--- src/rtl/usbaddr_pkg.sv ---
package usbaddr_pkg;
   typedef enum logic [1:0] {
      PH_IDLE = 2'd0,
      PH_WR   = 2'd1,
      PH_RD   = 2'd2
   } cmd_phase_t;

   localparam int unsigned ADDR_W_DEF = 7;
   localparam logic [7:0]  CODE_WR_DEF = 8'hB6;
   localparam logic [7:0]  CODE_RD_DEF = 8'hB7;
endpackage

--- src/rtl/uad_cmd_port.sv ---
module uad_cmd_port
   import usbaddr_pkg::*;
#(
   parameter int unsigned DATA_W  = 8,
   parameter logic [DATA_W-1:0] CODE_WR = CODE_WR_DEF,
   parameter logic [DATA_W-1:0] CODE_RD = CODE_RD_DEF
) (
   input  logic              clk,
   input  logic              rst_n,
   input  logic              cp_wr,
   input  logic              cp_is_cmd,
   input  logic [DATA_W-1:0] cp_wdata,
   input  logic              cp_rd,
   input  logic [DATA_W-1:0] reg_q,
   output logic              reg_we,
   output logic [DATA_W-1:0] reg_wdata,
   output logic [DATA_W-1:0] cp_rdata
);
   cmd_phase_t phase_q, phase_d;

   always_comb begin
      phase_d = phase_q;
      if (cp_wr && cp_is_cmd) begin
         if (cp_wdata == CODE_WR)      phase_d = PH_WR;
         else if (cp_wdata == CODE_RD) phase_d = PH_RD;
         else                          phase_d = PH_IDLE;
      end else if (cp_wr && !cp_is_cmd) begin
         phase_d = PH_IDLE;
      end else if (cp_rd) begin
         phase_d = PH_IDLE;
      end
   end

   always_ff @(posedge clk) begin
      if (!rst_n) phase_q <= PH_IDLE;
      else        phase_q <= phase_d;
   end

   assign reg_we    = cp_wr && !cp_is_cmd && (phase_q == PH_WR);
   assign reg_wdata = cp_wdata;
   assign cp_rdata  = (cp_rd && phase_q == PH_RD) ? reg_q : '0;
endmodule

--- src/rtl/uad_fw_reg.sv ---
module uad_fw_reg #(
   parameter int unsigned DATA_W = 8
) (
   input  logic              clk,
   input  logic              rst_n,
   input  logic              we,
   input  logic [DATA_W-1:0] wdata,
   output logic [DATA_W-1:0] q
);
   always_ff @(posedge clk) begin
      if (!rst_n)  q <= '0;
      else if (we) q <= wdata;
   end
endmodule

--- src/rtl/uad_activate.sv ---
module uad_activate #(
   parameter int unsigned ADDR_W = 7,
   localparam int unsigned DATA_W = ADDR_W + 1
) (
   input  logic              clk,
   input  logic              rst_n,
   input  logic [DATA_W-1:0] reg_q,
   input  logic              reg_we,
   input  logic              status_ack,
   input  logic              bus_reset,
   output logic [ADDR_W-1:0] active_addr,
   output logic              dev_enable,
   output logic              pending
);
   logic take;
   assign take = status_ack && pending;

   always_ff @(posedge clk) begin
      if (!rst_n) begin
         active_addr <= '0;
         dev_enable  <= 1'b0;
         pending     <= 1'b0;
      end else if (bus_reset) begin
         active_addr <= '0;
         dev_enable  <= 1'b1;
         pending     <= 1'b0;
      end else begin
         if (take) begin
            active_addr <= reg_q[ADDR_W-1:0];
            dev_enable  <= reg_q[DATA_W-1];
         end
         if (reg_we)    pending <= 1'b1;
         else if (take) pending <= 1'b0;
      end
   end
endmodule

--- src/rtl/uad_match.sv ---
module uad_match #(
   parameter int unsigned ADDR_W    = 7,
   parameter bit          MATCH_REG = 1'b0
) (
   input  logic              clk,
   input  logic              rst_n,
   input  logic              dev_enable,
   input  logic [ADDR_W-1:0] active_addr,
   input  logic              tok_valid,
   input  logic [ADDR_W-1:0] tok_addr,
   output logic              addr_match
);
   logic hit;
   assign hit = dev_enable && tok_valid && (tok_addr == active_addr);

   if (MATCH_REG) begin : g_reg
      logic hit_q;
      always_ff @(posedge clk) begin
         if (!rst_n) hit_q <= 1'b0;
         else        hit_q <= hit;
      end
      assign addr_match = hit_q;
   end else begin : g_comb
      assign addr_match = hit;
   end
endmodule

--- src/rtl/usb_addr_defer.sv ---
module usb_addr_defer
   import usbaddr_pkg::*;
#(
   parameter int unsigned ADDR_W    = ADDR_W_DEF,
   parameter bit          MATCH_REG = 1'b0,
   parameter logic [7:0]  CODE_WR   = CODE_WR_DEF,
   parameter logic [7:0]  CODE_RD   = CODE_RD_DEF
) (
   input  logic              clk,
   input  logic              rst_n,
   input  logic              cp_wr,
   input  logic              cp_is_cmd,
   input  logic [7:0]        cp_wdata,
   input  logic              cp_rd,
   output logic [7:0]        cp_rdata,
   input  logic              status_ack,
   input  logic              bus_reset,
   input  logic              tok_valid,
   input  logic [ADDR_W-1:0] tok_addr,
   output logic [ADDR_W-1:0] active_addr,
   output logic              dev_enable,
   output logic              arm_pending,
   output logic              addr_match
);
   localparam int unsigned DATA_W = ADDR_W + 1;

   if (DATA_W != 8) begin : g_bad_width
      $error("usb_addr_defer: ADDR_W plus enable bit must fill one byte");
   end
   if (CODE_WR == CODE_RD) begin : g_bad_codes
      $error("usb_addr_defer: write and read codes must differ");
   end

   logic              reg_we;
   logic [DATA_W-1:0] reg_wdata;
   logic [DATA_W-1:0] fw_reg;

   uad_cmd_port #(.DATA_W(DATA_W), .CODE_WR(CODE_WR), .CODE_RD(CODE_RD)) u_cmd (
      .clk(clk), .rst_n(rst_n), .cp_wr(cp_wr), .cp_is_cmd(cp_is_cmd),
      .cp_wdata(cp_wdata), .cp_rd(cp_rd), .reg_q(fw_reg),
      .reg_we(reg_we), .reg_wdata(reg_wdata), .cp_rdata(cp_rdata)
   );

   uad_fw_reg #(.DATA_W(DATA_W)) u_reg (
      .clk(clk), .rst_n(rst_n), .we(reg_we), .wdata(reg_wdata), .q(fw_reg)
   );

   uad_activate #(.ADDR_W(ADDR_W)) u_act (
      .clk(clk), .rst_n(rst_n), .reg_q(fw_reg), .reg_we(reg_we),
      .status_ack(status_ack), .bus_reset(bus_reset),
      .active_addr(active_addr), .dev_enable(dev_enable), .pending(arm_pending)
   );

   uad_match #(.ADDR_W(ADDR_W), .MATCH_REG(MATCH_REG)) u_match (
      .clk(clk), .rst_n(rst_n), .dev_enable(dev_enable), .active_addr(active_addr),
      .tok_valid(tok_valid), .tok_addr(tok_addr), .addr_match(addr_match)
   );
endmodule

--- config.mk ---
export PLATFORM = sky130hd
export DESIGN_NAME = usb_addr_defer
export DESIGN_NICKNAME = d
export VERILOG_FILES = /design/src/rtl/usbaddr_pkg.sv /design/src/rtl/uad_cmd_port.sv /design/src/rtl/uad_fw_reg.sv /design/src/rtl/uad_activate.sv /design/src/rtl/uad_match.sv /design/src/rtl/usb_addr_defer.sv
export SDC_FILE = /design/constraint.sdc
export NUM_CORES = 1
export LEC_CHECK = 0
export CAP_MARGIN = 20
export CORE_ASPECT_RATIO = 0.9
export CORE_MARGIN = 4
export CORE_UTILIZATION = 36
export CTS_BUF_LIST = sky130_fd_sc_hd__clkbuf_16
export DETAILED_ROUTE_END_ITERATION = 10
export PLACE_DENSITY = 0.78
export SLEW_MARGIN = 10
export SYNTH_ARGS = -nofsm -noshare
export SYNTH_HDL_FRONTEND = slang
export SYNTH_SLANG_ARGS = --single-unit
--- constraint.sdc ---
create_clock -name clk -period 1.55 [get_ports clk]
set_clock_uncertainty 0.1 [all_clocks]
set_input_delay 0.465 -clock clk [delete_from_list [all_inputs] [get_ports clk]]
set_output_delay 0.465 -clock clk [all_outputs]
set_load 0.05 [all_outputs]
==> results of run 1 <==
[synthesized netlist by cell type]
| master | n |
|---|---|
| nor4_1 | 1 |
| a21oi_1 | 8 |
| nand4bb_1 | 1 |
| and3b_1 | 1 |
| and2_1 | 8 |
| mux2_2 | 1 |
| buf_1 | 1 |
| dfxtp_1 | 19 |
| and4bb_2 | 1 |
| xor2_1 | 2 |
| a21boi_0 | 8 |
| buf_2 | 2 |
| nand2b_1 | 2 |
| nand3_1 | 11 |
| o31ai_2 | 1 |
| nand2_1 | 26 |
| or4b_4 | 1 |
| o21ai_0 | 1 |
| nand4_1 | 1 |
| clkbuf_1 | 3 |
| xnor2_1 | 5 |
| o21a_1 | 1 |
| nand4b_1 | 1 |
| nor2_1 | 1 |
[power by group through the flow]
stage,Clock (mW),Combinational (mW),Sequential [mW]
2_1_floorplan,0,0.0331,0.502
3_3_place_gp,0,0.127,0.497
3_5_place_dp,0,0.131,0.497
4_1_cts,0.517,0.122,0.487
5_1_grt,0.547,0.131,0.487
6_report,0.510,0.123,0.487
[worst max-delay path, delay by kind of cell]
kind / cells / cell delay [ns]
xor gates and xnor gates: 1 / 0.16
buffers and inverters: 2 / 0.27
and+or+nand+nor: 2 / 0.39
[layout make-up]
class | instances | area, sq um | area share
Clock buffer | 3 | 75.1 | 0.0419
Clock inverter | 1 | 3.75 | 0.00209
Multi-Input combinational cell | 82 | 578 | 0.322
Sequential cell | 19 | 404 | 0.225
Tap cell | 27 | 33.8 | 0.0188
Timing Repair Buffer | 60 | 698 | 0.389
[registers in the layout (all words and copies together) (netlist names)]
signal / flops
u_reg.q: 8
u_act.active_addr: 7
u_cmd.phase_q: 2
u_act.dev_enable: 1
u_act.pending: 1
[metal layers]
| layer | routed length (um) | GRT usage | up-vias |
|---|---|---|---|
| met4 | 14 | 0.0443 | 0 |
| met3 | 184 | 0.0325 | 2 |
| met2 | 1450 | 0.365 | 34 |
| met1 | 1060 | 0.192 | 449 |
| li1 | - | - | 477 |
| met5 | 0 | 0 | - |
[path summary, 6_finish.rpt]
kind	start	end	slack (ns)	depth (start not counted)
setup / recovery	tok_addr[0]	addr_match	-0.30	5
hold / removal	u_reg.q[4]	u_reg.q[4]	0.39	2
setup reg to reg	u_cmd.phase_q[1]	u_reg.q[2]	0.28	4
hold reg to reg	u_reg.q[4]	u_reg.q[4]	0.39	2
[through the flow]
step / cells / setup WS [ns] / hold slack, ns
after CTS: 190 / -0.296 / 0.386
final: 192 / -0.296 / 0.385
after detailed placement: 185 / -0.746 / 0.377
after global placement: 185 / -0.710 / 0.370
after floorplan: 107 / -0.349 / 0.347
after global routing: 192 / -0.378 / 0.412
[timing repair]
item / in CTS / in global routing
buffers inserted: 1 / 2
setup endpoints to repair: 16 / 10
hold buffers: 0 / 0
gates resized for setup: 51 / 1
pin swaps: 22 / 8
hold endpoints to repair: 0 / 0
[cells by family (layout without fill, tap and decap cells)]
family | Yosys count | after routing | synth area share
buffers and inverters | 6 | 64 | 0.0281
AOI/OAI and AO/OA | 19 | 19 | 0.141
muxes | 1 | 1 | 0.0127
and+or+nand+nor | 55 | 55 | 0.322
DFF | 19 | 19 | 0.428
xor gates and xnor gates | 7 | 7 | 0.0689
==> results.toml, run 1 <==
[status]
outcome = "finished with violations"
violations = "negative setup slack"

[yosys]
ys_ff_latch = 19
synth.distinct_cells = 24
yosysWarningCount = 0
ys_top_cells_by_area = "dfxtp_1, nand2_1, a21boi_0"
synth_area_per_cell_sq_um = 8.31
synth_fp_nets = 130
synth_area_leader_cell = "dfxtp_1"
synth_cells = 107
yosysSeqAreaShare = 0.428
syn_area_sq_um = 890
synth_top_cell_area_share = 0.428

[die]
initial_core_util = 0.393
pin_count = 41
fp.dieH_um = 55.2
coreArea_sq_um = 2260
rows = 16
die_w_um = 60.4
die_area_sq_um = 3330

[finish]
final_nets = 189
final_common_cell = "nand2_1"
final_cell_mix = "nand2_1, buf_4, buf_12, nand3_1, dlygate4sd2_1"
final_util = 0.793
diodes = 0
finalInstanceArea_sq_um = 1790
nFillCells = 142
area_growth_pct = 102
layout-drive-gt1-share = 0.497

[clock_tree]
clk_root_buffer_cell = "clkbuf_16"
htreeDepth = 1
cts.path.max_buffers = 2
tritoncts = "done"
cts.sinks = 19
clock_latency_ns = 0.25
clk_pin_slew_worst_paths_ns = 0.05
cts_inserted_buffers = 3

[routing]
drtAntennaViolNets = 0
drtPass1Iterations = 4
avgViaCountPerCell = 5.01
dr.first_iter.drc_count = 12
dr_total_vias = 962
totalWireLength_mm = 2.71
wire_per_inst_um = 14.1
drt_drc_violations_left = 0

[hold_path]
hold_class = "flip-flop to flip-flop"

[setup_path]
critPathCaptureType = "output pin"
worstPathCellList = "buf_6, xnor2_2, nand3_2, nor4_4, buf_12"
cp_max_fo = 1
worstPathRequired_ns = 0.98
path_class = "input port to output pin"
worstSetupStartpointType = "input port"
crit_slowest_cell = "nor4_4"
cp.arrival_ns = 1.28
cp_slowest_stage_delay_ns = 0.28

[grt]
grt_util_all_layers = 0.181
grt_pass1_wl_mm = 4.44
grt_pass1_vias = 1016
antenna_found_initial = 0
overflow = 0
grt_max_degree = 11

[power_and_ir_drop]
p_comb_frac = 0.110
switching_share = 0.196
p_leak_nw = 0.706
switchingPower_mw = 0.219
power-per-cell-area_nw_per_um2 = 625
clkPwrFrac = 0.455
irDropWorstVdd_v = 0.000503
total_power_mw = 1.12
pwr-share-seq = 0.435
internal_power_mw = 0.901

[timing]
max_freq_mhz = 542
final.setup.tns_ns = -1.86
finalSetupViolCount = 9
finalCritPeriodShare = 1.19
fin_ws_ns = -0.296
slew_headroom = 0.791
min_period_ns = 1.85
worst_pin_slew_ns = 0.314
grt_setup_unrepaired = "true"
maxSlewViolCount = 0
hold_viol = 0

[run]
maxCapViolations = 0

[placed_design]
placedInstanceArea_sq_um = 1690
port_buffers = 40
dpl.hpwl_mm = 2.11
finalWeightedCongestion = 0.861
No activity file was read; power rests on OpenSTA's default activity.
==> run 2, diff against run 1 <==
- SETUP_SLACK_MARGIN: default -> 0.05
- SKIP_LAST_GASP: default -> 1
==> results.toml, run 2 (synthesized netlist as in run 1, its figures left out) <==
[finish]
final_util = 0.781
final_nets = 188
diodes = 0
final_common_cell = "nand2_1"
nFillCells = 154
multi_input_area_sq_um = 581
top_register = "u_reg.q"
largest_reg_flops = 8
seqCellArea_sq_um = 407
largest_registers = "u_reg.q (8), u_act.active_addr (7), u_cmd.phase_q (2)"
layout-drive-gt1-share = 0.530
final_cell_mix = "nand2_1, buf_4, buf_12, nand3_1"
area_growth_pct = 98.6

[clock_tree]
cts_inserted_buffers = 3
cts_hold_buffers = 0
htreeDepth = 1
cts.sinks = 19
clk_root_buffer_cell = "clkbuf_16"
cts.path.max_buffers = 2
clk_pin_slew_worst_paths_ns = 0.05
tritoncts = "done"
clock_latency_ns = 0.25

[die]
coreArea_sq_um = 2260
rows = 16
pin_count = 41
die_area_sq_um = 3330
fp.dieH_um = 55.2
initial_core_util = 0.393
die_w_um = 60.4

[grt]
grt_pass1_vias = 994
grt_util_all_layers = 0.187
grt_max_degree = 12
overflow = 0
grt_pass1_wl_mm = 4.40
antenna_found_initial = 0

[setup_path]
cp.arrival_ns = 1.35
timing.rr.start = "u_cmd.phase_q[0]"
path_class = "input port to output pin"
rr_worst_depth = 5
cp_max_fo = 1
worstPathRequired_ns = 0.98
critPathCaptureType = "output pin"
worstSetupStartpointType = "input port"
r2r_end = "u_reg.q[7]"
rrSetupSlack_ns = 0.27

[power_and_ir_drop]
p_leak_nw = 0.701
power-per-cell-area_nw_per_um2 = 643
total_power_mw = 1.14
irDropWorstVdd_v = 0.000537

[timing]
timing.hold.ws_ns = 0.383
finalSetupViolCount = 9
final.setup.tns_ns = -2.13
grt_setup_unrepaired = "true"
min_period_ns = 1.92
slew_headroom = 0.782
worst_pin_slew_ns = 0.327
max_freq_mhz = 522
finalCritPeriodShare = 1.24
maxSlewViolCount = 0
fin_ws_ns = -0.367
hold_viol = 0

[placed_design]
dpl.hpwl_mm = 2.12
finalWeightedCongestion = 0.806
port_buffers = 40

[status]
outcome = "finished with violations"
violations = "negative setup slack"

[routing]
dr_total_vias = 974
totalWireLength_mm = 2.82
drt_drc_violations_left = 0
avgViaCountPerCell = 5.10
dr.first_iter.drc_count = 17
wire_per_inst_um = 14.7
drtPass1Iterations = 4
drtAntennaViolNets = 0

[run]
maxCapViolations = 0

[hold_path]
min_path_cells = 2
min_from = "u_reg.q[5]"
hold_class = "flip-flop to flip-flop"
min_to = "u_act.active_addr[5]"
-- run 2: layer usage --
| layer | global-route usage | share of wire | routed length, um |
|---|---|---|---|
| met3 | 0.0418 | 0.071 | 201 |
| met4 | 0.0701 | 0.020 | 55 |
| met2 | 0.397 | 0.54 | 1530 |
| met1 | 0.170 | 0.37 | 1030 |
| met5 | 0 | 0 | 0 |
-- run 2: worst max-delay path: stages --
cell and delay, ns:
buf_2 0.11, xnor2_2 0.18, nand3_2 0.13, nor4_4 0.29, buf_12 0.18
-- run 2: worst max-delay path by stage --
stage,from,endpoint,slack [ns],cells past startpoint
2_1_floorplan,u_act.active_addr[5],addr_match,-0.35,3
3_3_place_gp,tok_addr[5],addr_match,-0.71,5
3_5_place_dp,tok_addr[4],addr_match,-0.76,5
4_1_cts,u_act.active_addr[4],addr_match,-0.33,4
5_1_grt,tok_addr[0],addr_match,-0.42,5
6_report,tok_addr[0],addr_match,-0.37,5
-- run 2: repair_timing --
| action | in CTS | in global routing |
|---|---|---|
| pin swaps | 18 | 4 |
| setup endpoints to repair | 19 | 11 |
| hold endpoints to repair | 0 | 0 |
| setup buffers | 1 | 1 |
| gates resized for setup | 49 | 9 |
-- run 2: cell type report --
type,instances,share of cell area
Timing Repair Buffer,59,0.377
Multi-Input combinational cell,82,0.329
Sequential cell,19,0.230
Clock buffer,3,0.0425
Tap cell,27,0.0191
Clock inverter,1,0.00283
-- run 2: per-stage QoR --
step,area [sq um],instances,setup WS [ns]
2_1_floorplan,972,107,-0.349
3_3_place_gp,1690,185,-0.706
3_5_place_dp,1690,185,-0.757
4_1_cts,1770,190,-0.331
5_1_grt,1770,191,-0.424
6_report,1770,191,-0.367
-- run 2: power by group --
group | total, mW | switching (mW) | internal, mW
clock network | 0.529 | 0.183 | 0.346
registers | 0.485 | 0.00341 | 0.482
logic | 0.121 | 0.0517 | 0.0691
==> run 3, diff against run 2 <==
==> constraint.sdc (replaced) <==
create_clock -name clk -period 1.55 [get_ports clk]
set_clock_uncertainty 0.1 [all_clocks]
set_input_delay 0.31 -clock clk [delete_from_list [all_inputs] [get_ports clk]]
set_output_delay 0.31 -clock clk [all_outputs]
set_load 0.05 [all_outputs]
==> results.toml, run 3 (synthesized netlist as in run 1, its figures left out) <==
[finish]
largest_registers = "u_reg.q (8), u_act.active_addr (7), u_cmd.phase_q (2)"
final_cell_mix = "nand2_1, buf_12, buf_4, nand3_1"
area_growth_pct = 103
diodes = 0
final_common_cell = "nand2_1"
top_register = "u_reg.q"
final_nets = 185
largest_reg_flops = 8
finalInstanceArea_sq_um = 1800
layout-drive-gt1-share = 0.435

[clock_tree]
clk_root_buffer_cell = "clkbuf_16"
clk_pin_slew_worst_paths_ns = 0.05
cts.path.max_buffers = 2
cts_hold_buffers = 0
tritoncts = "done"
htreeDepth = 1
cts_inserted_buffers = 3
clock_latency_ns = 0.25
cts.sinks = 19

[setup_path]
critPathCaptureType = "output pin"
rr_worst_depth = 4
cp-endpoint = "addr_match"
cp.arrival_ns = 1.34
critPathLaunch = "u_act.active_addr[0]"
r2r_end = "u_reg.q[1]"
path_class = "flip-flop to output pin"
worstPathRequired_ns = 1.14
rrSetupSlack_ns = 0.33
cp_max_fo = 2
timing.rr.start = "u_cmd.phase_q[0]"
worstSetupStartpointType = "flip-flop"

[timing]
grt_setup_unrepaired = "true"
slew_headroom = 0.805
hold_viol = 0
finalCritPeriodShare = 1.13
max_freq_mhz = 570
worst_pin_slew_ns = 0.293
min_period_ns = 1.75
finalSetupViolCount = 9
maxSlewViolCount = 0
fin_ws_ns = -0.204

[die]
coreArea_sq_um = 2260
pin_count = 41
die_area_sq_um = 3330
rows = 16
die_w_um = 60.4
initial_core_util = 0.393
fp.dieH_um = 55.2

[placed_design]
port_buffers = 40
placedInstanceArea_sq_um = 1620
finalWeightedCongestion = 0.830
dpl.hpwl_mm = 2.11

[power_and_ir_drop]
power-per-cell-area_nw_per_um2 = 628
irDropWorstVdd_v = 0.000500
p_leak_nw = 0.728
total_power_mw = 1.13

[grt]
antenna_found_initial = 0
grt_util_all_layers = 0.190
grt_pass1_wl_mm = 4.58
grt_pass1_vias = 1030
grt_max_degree = 12
overflow = 0

[hold_path]
hold_class = "input port to flip-flop"
min_from = "cp_wdata[5]"

[routing]
drt_drc_violations_left = 0
drtPass1Iterations = 4
totalWireLength_mm = 2.81
dr_total_vias = 953
avgViaCountPerCell = 5.07
drtAntennaViolNets = 0
dr.first_iter.drc_count = 9
wire_per_inst_um = 14.9

[status]
outcome = "finished with violations"
violations = "negative setup slack"

[run]
maxCapViolations = 0
run 3: critical path: stages (launching register included):
cell     delay, ns
dfxtp_4       0.35
xnor2_2       0.16
nand3_2       0.12
nor4_4        0.28
buf_12        0.18
run 3: final cells by class:
type | instances | area (sq um)
Clock buffer | 3 | 75.1
Clock inverter | 1 | 5.00
Fill cell | 138 | 460
Multi-Input combinational cell | 82 | 571
Sequential cell | 19 | 412
Tap cell | 27 | 33.8
Timing Repair Buffer | 56 | 706
run 3: worst min-delay path by stage:
stage | end | slack, ns | depth (start not counted)
after floorplan | u_cmd.phase_q[0] | 0.31 | 1
after global routing | u_reg.q[4] | 0.31 | 3
after global placement | u_act.active_addr[5] | 0.36 | 2
after CTS | u_act.active_addr[5] | 0.38 | 2
after detailed placement | u_act.active_addr[5] | 0.37 | 2
final | u_reg.q[5] | 0.28 | 3
run 3: timing repair:
action / 4_1_cts / 5_1_grt
buffers inserted: 3 / 0
endpoints found under the setup margin: 11 / 16
gates resized for setup: 30 / 6
hold endpoints to repair: 0 / 0
pin swaps: 12 / 5
run 3: routing by layer:
metal,GRT usage,up-vias,share of wire
met5,0,-,0
met4,0.0627,0,0.0089
met3,0.0394,3,0.064
met2,0.401,38,0.55
met1,0.181,443,0.38
li1,-,469,-
run 3: report_power, final:
group / switching, mW / total [mW] / internal [mW] / leakage (nW)
Sequential: 0.00295 / 0.482 / 0.479 / 0.161
Combinational: 0.0492 / 0.126 / 0.0763 / 0.526
Clock: 0.178 / 0.524 / 0.346 / 0.0409
Total: 0.230 / 1.13 / 0.901 / 0.728
run 3: stage by stage:
stage	setup WS [ns]	util	hold slack, ns	std cells	TNS, ns
after floorplan	-0.193	-	0.306	107	-0.193
after global placement	-0.376	0.714	0.363	181	-3.89
after detailed placement	-0.413	0.714	0.366	181	-4.45
after CTS	-0.154	0.790	0.379	188	-0.653
after global routing	-0.262	0.796	0.309	188	-1.06
final	-0.204	0.796	0.281	188	-0.727
